**config.mk**
```make
export PLATFORM = sky130hd
export DESIGN_NAME = uart_brk_tx
export DESIGN_NICKNAME = d
export VERILOG_FILES = /design/src/rtl/uart_brk_pkg.sv /design/src/rtl/tx_bit_timer.sv /design/src/rtl/tx_frame_shift.sv /design/src/rtl/tx_pin_select.sv /design/src/rtl/uart_brk_tx.sv
export SDC_FILE = /design/constraint.sdc
export NUM_CORES = 1
export LEC_CHECK = 0
export BUFFER_PORTS_ARGS = -buffer_cell sky130_fd_sc_hd__buf_4
export CORE_MARGIN = 2
export CORE_UTILIZATION = 56
export DETAILED_ROUTE_END_ITERATION = 8
export PLACE_DENSITY_LB_ADDON = 0.3
export SYNTH_ARGS = -nofsm -noshare
export SYNTH_HDL_FRONTEND = slang
export SYNTH_SLANG_ARGS = --single-unit
```
**constraint.sdc**
```tcl
create_clock -name clk -period 4.2 [get_ports clk]
set_input_delay 0.84 -clock clk [delete_from_list [all_inputs] [get_ports clk]]
set_output_delay 0.84 -clock clk [all_outputs]
set_load 0.02 [all_outputs]
```
**src/rtl/uart_brk_pkg.sv**
```systemverilog
// Shared definitions for the serial transmitter with pin override.
// Assumes nothing beyond a synchronous design style.
package uart_brk_pkg;

    // Transmitter activity state.
    typedef enum logic {
        TXS_IDLE = 1'b0,
        TXS_SEND = 1'b1
    } tx_state_e;

endpackage

```
**src/rtl/tx_bit_timer.sv**
```systemverilog
// Counts base-clock enables within one bit and flags the last one.
// Assumes TICKS_PER_BIT >= 2. Clearing or starting a frame restarts the count.
module tx_bit_timer #(
    parameter int TICKS_PER_BIT = 16
) (
    input  logic clk,
    input  logic rst_n,
    input  logic restart,
    input  logic running,
    input  logic tick,
    output logic bit_done
);
    localparam int CNT_W = $clog2(TICKS_PER_BIT);
    localparam logic [CNT_W-1:0] CNT_LAST = CNT_W'(TICKS_PER_BIT - 1);

    logic [CNT_W-1:0] cnt_q;

    // Flag the tick that closes the current bit.
    assign bit_done = running && tick && (cnt_q == CNT_LAST);

    // Advance the tick counter inside a bit, wrapping at the bit boundary.
    always_ff @(posedge clk) begin
        if (!rst_n || restart || !running) begin
            cnt_q <= '0;
        end else if (tick) begin
            cnt_q <= bit_done ? '0 : cnt_q + 1'b1;
        end
    end
endmodule

```
**src/rtl/tx_frame_shift.sv**
```systemverilog
// Holds a framed byte and shifts it out one bit per bit period.
// Assumes load and advance are never high together.
module tx_frame_shift #(
    parameter int DATA_W = 8
) (
    input  logic              clk,
    input  logic              rst_n,
    input  logic              clear,
    input  logic              load,
    input  logic [DATA_W-1:0] data,
    input  logic              advance,
    output logic              ser_bit,
    output logic              last_bit
);
    localparam int FRAME_W = DATA_W + 2;
    localparam int IDX_W   = $clog2(FRAME_W);
    localparam logic [IDX_W-1:0] IDX_LAST = IDX_W'(FRAME_W - 1);

    logic [FRAME_W-1:0] shreg_q;
    logic [IDX_W-1:0]   idx_q;

    assign ser_bit  = shreg_q[0];
    assign last_bit = (idx_q == IDX_LAST);

    // Load a new frame (stop, data, start) or shift toward the line.
    always_ff @(posedge clk) begin
        if (!rst_n || clear) begin
            shreg_q <= '1;
            idx_q   <= '0;
        end else if (load) begin
            shreg_q <= {1'b1, data, 1'b0};
            idx_q   <= '0;
        end else if (advance) begin
            shreg_q <= {1'b1, shreg_q[FRAME_W-1:1]};
            idx_q   <= idx_q + 1'b1;
        end
    end
endmodule

```
**src/rtl/tx_pin_select.sv**
```systemverilog
// Chooses who drives the line: the shifter when enabled, else the port bits.
// Purely combinational so the override takes effect in the same cycle.
module tx_pin_select (
    input  logic tx_en,
    input  logic pin_oe,
    input  logic pin_dat,
    input  logic active,
    input  logic ser_bit,
    output logic txd
);
    // Line source selection; a released line reads as high.
    always_comb begin
        if (tx_en) begin
            txd = active ? ser_bit : 1'b1;
        end else if (pin_oe) begin
            txd = pin_dat;
        end else begin
            txd = 1'b1;
        end
    end
endmodule

```
**src/rtl/uart_brk_tx.sv**
```systemverilog
// Asynchronous serial transmitter with a software pin override.
// Sends start, DATA_W data bits LSB first and a stop bit, each lasting
// TICKS_PER_BIT base-clock enables. Clearing tx_en aborts at once.
module uart_brk_tx
    import uart_brk_pkg::*;
#(
    parameter int DATA_W        = 8,
    parameter int TICKS_PER_BIT = 16
) (
    input  logic              clk,
    input  logic              rst_n,
    input  logic              tick16,
    input  logic              tx_en,
    input  logic              pin_oe,
    input  logic              pin_dat,
    input  logic              wr_valid,
    input  logic [DATA_W-1:0] wr_data,
    output logic              wr_ready,
    output logic              txd,
    output logic              busy
);
    tx_state_e state_q;
    logic      running;
    logic      accept;
    logic      bit_done;
    logic      ser_bit;
    logic      last_bit;

    assign running  = (state_q == TXS_SEND);
    assign wr_ready = tx_en && !running;
    assign accept   = wr_valid && wr_ready;
    assign busy     = tx_en && running;

    // Frame state: start on acceptance, stop after the last bit, abort on disable.
    always_ff @(posedge clk) begin
        if (!rst_n || !tx_en) begin
            state_q <= TXS_IDLE;
        end else if (accept) begin
            state_q <= TXS_SEND;
        end else if (bit_done && last_bit) begin
            state_q <= TXS_IDLE;
        end
    end

    tx_bit_timer #(.TICKS_PER_BIT(TICKS_PER_BIT)) u_timer (
        .clk      (clk),
        .rst_n    (rst_n),
        .restart  (!tx_en || accept),
        .running  (running),
        .tick     (tick16),
        .bit_done (bit_done)
    );

    tx_frame_shift #(.DATA_W(DATA_W)) u_shift (
        .clk      (clk),
        .rst_n    (rst_n),
        .clear    (!tx_en),
        .load     (accept),
        .data     (wr_data),
        .advance  (bit_done && !last_bit),
        .ser_bit  (ser_bit),
        .last_bit (last_bit)
    );

    tx_pin_select u_pin (
        .tx_en   (tx_en),
        .pin_oe  (pin_oe),
        .pin_dat (pin_dat),
        .active  (running),
        .ser_bit (ser_bit),
        .txd     (txd)
    );
endmodule

```
==> impl_metrics.csv, run 1 <==
group,metric,value,unit
critical_path,endpoint,"txd",
sta,fin_crit_sh,0.527,
sta,hold_viol,0,
sta,maxSlewViolCount,0,
logic_synthesis,synth_seq_area_share,0.386,
die,initial_core_util,0.606,
die,die_width,44.8,µm
critical_path,crit_type,"in2out",
placed_design,gp_congestion,0.732,
routing,wl_per_cell,14.9,µm
clock_network,clkLatencyLatePin,0.29,ns
grt,overflow,0,
critical_path,max_stage_delay,0.22,ns
sta,tns,0,ns
cells_and_area,final_cell_area,0.00107,mm²
routing,antenna_left,0,
logic_synthesis,ys_types,34,
logic_synthesis,synth-edff-count,0,
clock_network,cts-root-buf,"clkbuf_4",
power,switching_share,0.227,
power,p_int,244,µW
clock_network,clkSinkCount,18,
clock_network,cts_setup_buffers,0,
clock_network,cts_buffers,3,
sta,slew_headroom,0.614,
power,seq_power_share,0.559,
logic_synthesis,ys_ff_latch,18,
logic_synthesis,ys_async_sr_fraction,0,
critical_path,ff2ff_path_depth,4,
routing,remaining_drc_errors,0,
grt,grt_pass1_vias,761,
critical_path,path_common_cell,"buf_4",
logic_synthesis,syn_avg_cell_area,8.64,µm²
logic_synthesis,synth_warnings,0,
die,num_io_pins,18,
critical_path,timing.rr.end,"u_shift.shreg_q[0]",
critical_path,path_max_fanout,7,
critical_path,crit_path_start_kind,"input pin",
die,core_area,0.00154,mm²
cells_and_area,final_cell_count_no_fill,137,
routing,vias_per_cell,6.22,
critical_path,crit_start,"tx_en",
power,p_leak,0.428,nW
critical_path,required,3.36,ns
routing,firstDrtPassIters,4,
sta,whs,0.487,ns
clock_network,cts_resized,0,
power,pwr-share-comb,0.104,
sta,skew,0.0109,ns
cells_and_area,area_delta_synth_final,14.5,%
placed_design,dp.final_hpwl,1440,µm
placed_design,portBuffers,17,
power,p_clk_frac,0.337,
power,vdd.ir_drop.worst,194,µV
critical_path,path_cells,"buf_4 > a32oi_1 > buf_4",
cells_and_area,drive_gt1_frac,0.198,
logic_synthesis,syn-cell-area,933,µm²
hold_path,hold_class,"reg2reg",
clock_network,cts_tree,"done",
logic_synthesis,netlist_instances,108,
clock_network,clk_pin_slew,0.11,ns
critical_path,timing.rr.start,"u_shift.idx_q[0]",
critical_path,r2r_slack,2.40,ns
sta,layout_min_cycle_time,2.21,ns
logic_synthesis,synth_nets,126,
cells_and_area,nFillCells,129,
routing,first_iter_violations,13,
critical_path,critPathArrivalTime,1.37,ns
cells_and_area,diodes,0,
run,drv_cap,0,
clock_network,cts_hold_buffers,0,
clock_network,clock_path_buffers,2,
grt,antenna_found_initial,0,
sta,fmax,452,MHz
clock_network,htree_num_levels,1,
die,fp.dieArea,0.00201,mm²
power,p_per_area,295,mW/mm²
routing,vias,852,
grt,grt_use_total,0.226,
cells_and_area,fin_nets,140,
grt,grt_max_degree,18,
critical_path,critPathCaptureType,"output port",
cells_and_area,post-route-util,0.693,
placed_design,place_area,0.00103,mm²
grt,grt_pass1_wl,3250,µm
sta,rsz0062_at_grt,"no",
die,rows,14,
status,status,"complete, no violations",
die,die_y,44.8,µm
routing,wl,2040,µm
hold_path,hp-start,"u_shift.shreg_q[1]",
sta,worst_pin_slew,0.578,ns
critical_path,cp_slowest_cell,"a32oi_1",
placed_design,dp_cells,133,
sta,finalSetupViolCount,0,
logic_synthesis,ys.flop_type,"dfxtp_1",
power,power_switching,71.4,µW
==> flip-flops by register name, indices dropped and copies added, names as in the netlist <==
name and cells:
running 1, u_shift.idx_q 4, u_shift.shreg_q 9, u_timer.cnt_q 4
==> routing by layer <==
layer / vias up / track usage / part of all wire
met5: - / 0 / 0
met4: 0 / 0.106 / 0.014
met3: 4 / 0.0520 / 0.038
met2: 18 / 0.377 / 0.52
met1: 402 / 0.275 / 0.43
li1: 428 / - / -
==> cells in the final DEF, fill, tap and decap left out, types with 2 or more instances in the layout <==
cell      synthesis  routed
a211o_1           2       2
a21oi_1          12      12
a311oi_1          2       2
buf_4             0      17
clkbuf_4          0       3
dfxtp_1          18      18
ha_1              3       3
inv_1             6       6
nand2_1          11      11
nand3b_1          2       2
nand4_1          11      11
nor2_1            4       4
o211ai_1          7       7
o31ai_1           3       3
==> power groups by stage <==
stage | Clock [mW] | Combinational (mW) | Sequential (mW)
2_1_floorplan | 0 | 0.0172 | 0.179
3_3_place_gp | 0 | 0.0320 | 0.180
3_5_place_dp | 0 | 0.0327 | 0.180
4_1_cts | 0.111 | 0.0331 | 0.176
5_1_grt | 0.117 | 0.0362 | 0.177
6_report | 0.106 | 0.0328 | 0.176
==> area by class of cell <==
type                            count  area [µm²]  area share
Timing Repair Buffer               17         128       0.119
Multi-Input combinational cell     76         502       0.470
Sequential cell                    18         360       0.337
Tap cell                           16        20.0      0.0187
Clock buffer                        4        36.3      0.0340
Inverter                            6        22.5      0.0211
==> metrics by stage <==
step                worst slack, ns  power [mW]
floorplan                      1.90       0.197
global placement               2.05       0.212
detailed placement             2.04       0.213
CTS                            1.99       0.320
global route                   1.96       0.330
finish                         1.99       0.315
==> worst max-delay path, delay by kind of cell <==
| family | cells | cell delay [ns] |
|---|---|---|
| buffers and inverters | 2 | 0.31 |
| AO/OA/AOI/OAI | 1 | 0.22 |
==> cells in the mapped netlist, types with 2 or more instances <==
master	number	share of area
nor2_1	4	0.016
a211o_1	2	0.019
dfxtp_1	18	0.39
ha_1	3	0.040
inv_1	6	0.024
buf_2	3	0.016
nand4_1	11	0.074
a21oi_1	12	0.064
nand3b_1	2	0.016
o211ai_1	7	0.056
nand2_1	11	0.044
a311oi_1	2	0.019
o31ai_1	3	0.024
buf_6	2	0.024
clkbuf_1	3	0.012
==> kinds of logic (layout without fill, tap and decap cells) <==
logic type | count (synthesis) | after routing | synth area share
compound gates | 33 | 33 | 0.245
simple gates | 37 | 37 | 0.223
fa+ha+maj | 3 | 3 | 0.0402
buf+inv | 14 | 27 | 0.0764
mux | 1 | 1 | 0.0107
flops | 18 | 18 | 0.386
xor+xnor | 2 | 2 | 0.0188
==> how the worst min path moves through the flow <==
stage | endpoint | slack, ns | cells after the start
2_1_floorplan | u_shift.shreg_q[0] | 0.44 | 1
3_3_place_gp | u_shift.shreg_q[0] | 0.46 | 1
3_5_place_dp | u_shift.shreg_q[0] | 0.47 | 1
5_1_grt | u_shift.shreg_q[0] | 0.52 | 1
6_report | u_shift.shreg_q[0] | 0.49 | 1
4_1_cts | u_shift.shreg_q[0] | 0.49 | 1
Note: power is estimated with default switching activity, not from simulation.
==> run 2: changes to the inputs <==
- CORE_UTILIZATION: 56 -> 52
- clock period: 4.2 -> 2.12 ns (I/O delays scaled with it)
==> run 2 against run 1 <==
  * Register-to-register slack lost 2.0 ns
  * Largest cell class unchanged
  * Total power grew 100%
  * Clock skew grew 0.00059 ns
  * Design area grew 2.5%
==> impl_metrics.csv, run 2 (synthesis gave the netlist of run 1 again) <==
group,metric,value,unit
routing,remaining_drc_errors,0,
die,die_y,46.4,µm
clock_network,clock_path_buffers,2,
cells_and_area,final_cell_count_no_fill,148,
sta,fmax,589,MHz
routing,wl,2010,µm
power,p_clk_frac,0.348,
cells_and_area,regMostFlops,"u_shift.shreg_q",
critical_path,required,2.31,ns
clock_network,cts-root-buf,"clkbuf_4",
routing,vias,857,
grt,gr-usage-met1,0.305,
cells_and_area,largest_reg_flops,9,
die,die_width,46.4,µm
cells_and_area,diodes,0,
die,fp.dieArea,0.00215,mm²
clock_network,cts_tree,"done",
clock_network,cts_buffers,3,
clock_network,clkLatencyLatePin,0.30,ns
die,num_io_pins,18,
grt,grtUsageMet3,0.0235,
power,p_leak,0.438,nW
grt,overflow,0,
clock_network,cts_hold_buffers,0,
power,switching_share,0.240,
grt,grt_pass1_wl,3360,µm
power,vdd.ir_drop.worst,322,µV
cells_and_area,area_delta_synth_final,17.3,%
grt,grt_max_degree,18,
cells_and_area,reg_top3,"u_shift.shreg_q: 9 flops, u_shift.idx_q: 4 flops, u_timer.cnt_q: 4 flops",
grt,antenna_found_initial,0,
cells_and_area,mostFrequentLayoutCells,"buf_4 (19), dfxtp_1 (18), a21oi_1 (12)",
die,core_area,0.00171,mm²
sta,rsz0062_at_grt,"no",
clock_network,htree_num_levels,1,
clock_network,clkSinkCount,18,
sta,finalSetupViolCount,0,
sta,hold_viol,0,
run,drv_cap,0,
power,seq_power_share,0.550,
power,power_switching,153,µW
sta,worst_pin_slew,0.554,ns
grt,use_met2,0.336,
grt,busiest_layer,"met2",
sta,fin_crit_sh,0.801,
grt,grt_use_total,0.215,
cells_and_area,fin_nets,142,
placed_design,portBuffers,17,
clock_network,cts_resized,0,
status,status,"complete, no violations",
power,report.power.total,636,µW
power,pwr-share-comb,0.102,
cells_and_area,drive_gt1_frac,0.211,
critical_path,crit_path_start_kind,"register",
power,p_int,483,µW
grt,grt_pass1_vias,751,
clock_network,cts_setup_buffers,0,
sta,tns,0,ns
routing,firstDrtPassIters,4,
cells_and_area,final_common_cell,"buf_4",
sta,skew,0.0115,ns
routing,wl_per_cell,13.6,µm
die,rows,15,
placed_design,gp_congestion,0.772,
sta,maxSlewViolCount,0,
placed_design,dp_cells,144,
routing,first_iter_violations,16,
critical_path,path_max_fanout,16,
routing,vias_per_cell,5.79,
clock_network,clk_pin_slew,0.12,ns
critical_path,crit_type,"reg2reg",
routing,antenna_left,0,
critical_path,critPathArrivalTime,1.89,ns
hold_path,hold_class,"in2reg",
sta,slew_headroom,0.630,
sta,layout_min_cycle_time,1.70,ns
die,initial_core_util,0.547,
power,p_per_area,581,mW/mm²
placed_design,dp.final_hpwl,1440,µm
critical_path,critPathCaptureType,"register",
## run 2: cell type report
| cell class | count | area (µm²) |
|---|---|---|
| fillers | 145 | 613 |
| multi-input cells | 76 | 502 |
| flip-flops and latches | 18 | 360 |
| repair buffers | 19 | 143 |
| clock buffers | 4 | 36.3 |
| well taps | 25 | 31.3 |
| inverters | 6 | 22.5 |
## run 2: critical path, stage by stage (launching register included)
cell and delay (ns):
dfxtp_1 0.39, ha_1 0.20, and4_1 0.55, and3_4 0.34, o211ai_1 0.12
## run 2: power by group through the flow
stage,clock network (mW),logic (mW),registers [mW]
final,0.221,0.0649,0.349
after global routing,0.233,0.0726,0.351
after CTS,0.219,0.0655,0.349
after detailed placement,0,0.0653,0.357
after global placement,0,0.0631,0.357
after floorplan,0,0.0341,0.355
## run 2: metrics by stage
stage / util / area [µm²] / hold WS, ns / worst slack [ns]
finish: 0.641 / 1090 / 0.339 / 0.421
global route: 0.641 / 1090 / 0.371 / 0.291
CTS: 0.641 / 1090 / 0.348 / 0.430
detailed placement: 0.620 / 1060 / 0.456 / 0.463
global placement: 0.620 / 1060 / 0.465 / 0.534
floorplan: - / 933 / 0.436 / 0.598
## run 2: path summary, 6_finish.rpt
kind | start | to | slack, ns | depth (start not counted)
setup / recovery | u_timer.cnt_q[0] | u_shift.shreg_q[2] | 0.42 | 4
hold / removal | wr_data[3] | u_shift.shreg_q[4] | 0.34 | 3
setup reg to reg | u_timer.cnt_q[0] | u_shift.shreg_q[2] | 0.42 | 4
hold reg to reg | u_shift.shreg_q[4] | u_shift.shreg_q[4] | 0.50 | 2
## run 2: per-layer routing
layer  part of all wire  vias to the layer above
met1               0.49                      400
li1                   -                      435
met5                  0                        -
met4              0.013                        0
met2               0.47                       18
met3              0.029                        4
==> run 3: changes to the inputs <==
- clock period: 2.12 -> 1.6 ns (I/O delays scaled with it)
==> run 3 against run 2 <==
  * Cell count rose by 3.4%
  * Global-route usage grew 2.1 points
  * Routed wire length is 8.2% higher
  * Clock-buffer cell count stayed put
  * Critical path depth up 1
  * Utilization grew 2.5 points
  * Sequential power rose by 33%
  * Clock skew shrank 0.0055 ns
  * Sequential cell count did not move
  * Via count increased by 5.8%
  * Largest cell class unchanged
==> impl_metrics.csv, run 3 (synthesis gave the netlist of run 1 again) <==
group,metric,value,unit
die,die_y,46.4,µm
grt,overflow,0,
sta,skew,0.00602,ns
cells_and_area,final_common_cell,"buf_4",
placed_design,dp_cells,149,
cells_and_area,nFillCells,154,
routing,vias_per_cell,5.93,
clock_network,clkSinkCount,18,
placed_design,gp_congestion,0.770,
power,p_leak,0.461,nW
sta,hold_viol,0,
sta,fin_crit_sh,0.949,
sta,layout_min_cycle_time,1.52,ns
cells_and_area,area_delta_synth_final,21.8,%
grt,grt_pass1_wl,3650,µm
routing,vias,907,
cells_and_area,largest_reg_flops,9,
cells_and_area,fin_nets,147,
cells_and_area,final_cell_count_no_fill,153,
cells_and_area,diodes,0,
critical_path,crit_type,"reg2reg",
sta,finalSetupViolCount,0,
critical_path,crit_path_start_kind,"register",
grt,grt_pass1_vias,840,
clock_network,clock_path_buffers,2,
sta,whs,0.240,ns
routing,remaining_drc_errors,0,
clock_network,cts_hold_buffers,0,
placed_design,portBuffers,17,
critical_path,critPathCaptureType,"register",
die,die_width,46.4,µm
grt,grt_use_total,0.236,
sta,worst_pin_slew,0.536,ns
routing,antenna_left,0,
routing,firstDrtPassIters,4,
power,pwr-share-comb,0.108,
die,core_area,0.00171,mm²
critical_path,max_stage_delay,0.36,ns
cells_and_area,reg_top3,"u_shift.shreg_q: 9 flops, u_shift.idx_q: 4 flops, u_timer.cnt_q: 4 flops",
clock_network,clkLatencyLatePin,0.30,ns
cells_and_area,post-route-util,0.666,
clock_network,cts_tree,"done",
routing,wl_per_cell,14.2,µm
critical_path,critPathArrivalTime,1.76,ns
power,seq_power_share,0.550,
cells_and_area,drive_gt1_frac,0.258,
routing,first_iter_violations,32,
run,drv_cap,0,
die,fp.dieArea,0.00215,mm²
cells_and_area,regMostFlops,"u_shift.shreg_q",
die,num_io_pins,18,
hold_path,hold_class,"in2reg",
cells_and_area,mostFrequentLayoutCells,"buf_4 (24), dfxtp_1 (18), nand2_1 (11), a21oi_1 (11), nand4_1 (11)",
sta,maxSlewViolCount,0,
power,report.power.total,843,µW
power,p_per_area,741,mW/mm²
power,power_switching,201,µW
grt,antenna_found_initial,0,
power,p_clk_frac,0.342,
critical_path,path_cells,"ha_1 > and4_2 > buf_4 > a211o_1 > a21oi_2",
placed_design,dp.final_hpwl,1660,µm
critical_path,path_buf_inv,1,
clock_network,cts_buffers,3,
sta,fmax,659,MHz
critical_path,cp_slowest_cell,"dfxtp_1",
sta,tns,0,ns
critical_path,required,1.84,ns
status,status,"complete, no violations",
grt,grt_max_degree,17,
sta,slew_headroom,0.642,
clock_network,htree_num_levels,1,
clock_network,cts-root-buf,"clkbuf_4",
critical_path,critPathTopFamily,"compound AO/OA/AOI/OAI gates",
clock_network,clk_pin_slew,0.11,ns
power,p_int,642,µW
sta,rsz0062_at_grt,"no",
power,vdd.ir_drop.worst,410,µV
critical_path,path_max_fanout,6,
die,initial_core_util,0.547,
routing,wl,2180,µm
power,switching_share,0.239,
die,rows,15,
-- run 3: cell count changes in the layout (fill, tap and decap cells not counted), sizes merged --
cell,before,now
buf,19,24
-- run 3: power groups by stage --
stage	Sequential, mW	Clock (mW)	Combinational (mW)
after CTS	0.463	0.291	0.0902
after global placement	0.473	0	0.0855
final	0.463	0.289	0.0910
after floorplan	0.471	0	0.0451
after detailed placement	0.473	0	0.0900
after global routing	0.464	0.309	0.0981
-- run 3: layout make-up --
| cell class | instances | area (µm²) | area share |
|---|---|---|---|
| clock buffers | 4 | 36.3 | 0.0319 |
| flip-flops and latches | 18 | 360 | 0.317 |
| inverters | 6 | 22.5 | 0.0198 |
| well taps | 25 | 31.3 | 0.0275 |
| repair buffers | 24 | 180 | 0.158 |
| multi-input cells | 76 | 507 | 0.446 |
-- run 3: worst paths after layout --
kind                                    startpoint                  to  slack (ns)  depth (start not counted)
worst max-delay path              u_timer.cnt_q[0]    u_timer.cnt_q[0]        0.08                          5
worst max register to register    u_timer.cnt_q[0]    u_timer.cnt_q[0]        0.08                          5
worst min register to register  u_shift.shreg_q[1]  u_shift.shreg_q[0]        0.49                          1
worst min-delay path                    wr_data[3]  u_shift.shreg_q[4]        0.24                          3
-- run 3: stage by stage --
step / setup slack [ns] / area (µm²)
floorplan: 0.0783 / 933
global placement: 0.195 / 1100
detailed placement: 0.122 / 1100
CTS: 0.101 / 1130
global route: 0.0168 / 1140
finish: 0.0819 / 1140
-- run 3: layer usage --
layer / share of wire / up-vias / track usage / wire, µm
met4: 0.012 / 0 / 0.103 / 27
met1: 0.46 / 429 / 0.321 / 995
met2: 0.48 / 31 / 0.358 / 1050
met3: 0.048 / 4 / 0.0471 / 105
met5: 0 / - / 0 / 0
li1: - / 443 / - / -
-- run 3: tightest hold or removal path, stage by stage --
cell and delay (ns):
buf_4 0.07, a21oi_1 0.05, o211ai_1 0.07
-- run 3: timing repair --
action | in CTS | in global routing
endpoints found under the setup margin | 0 | 1
resized for setup | 0 | 2
setup buffers | 0 | 0
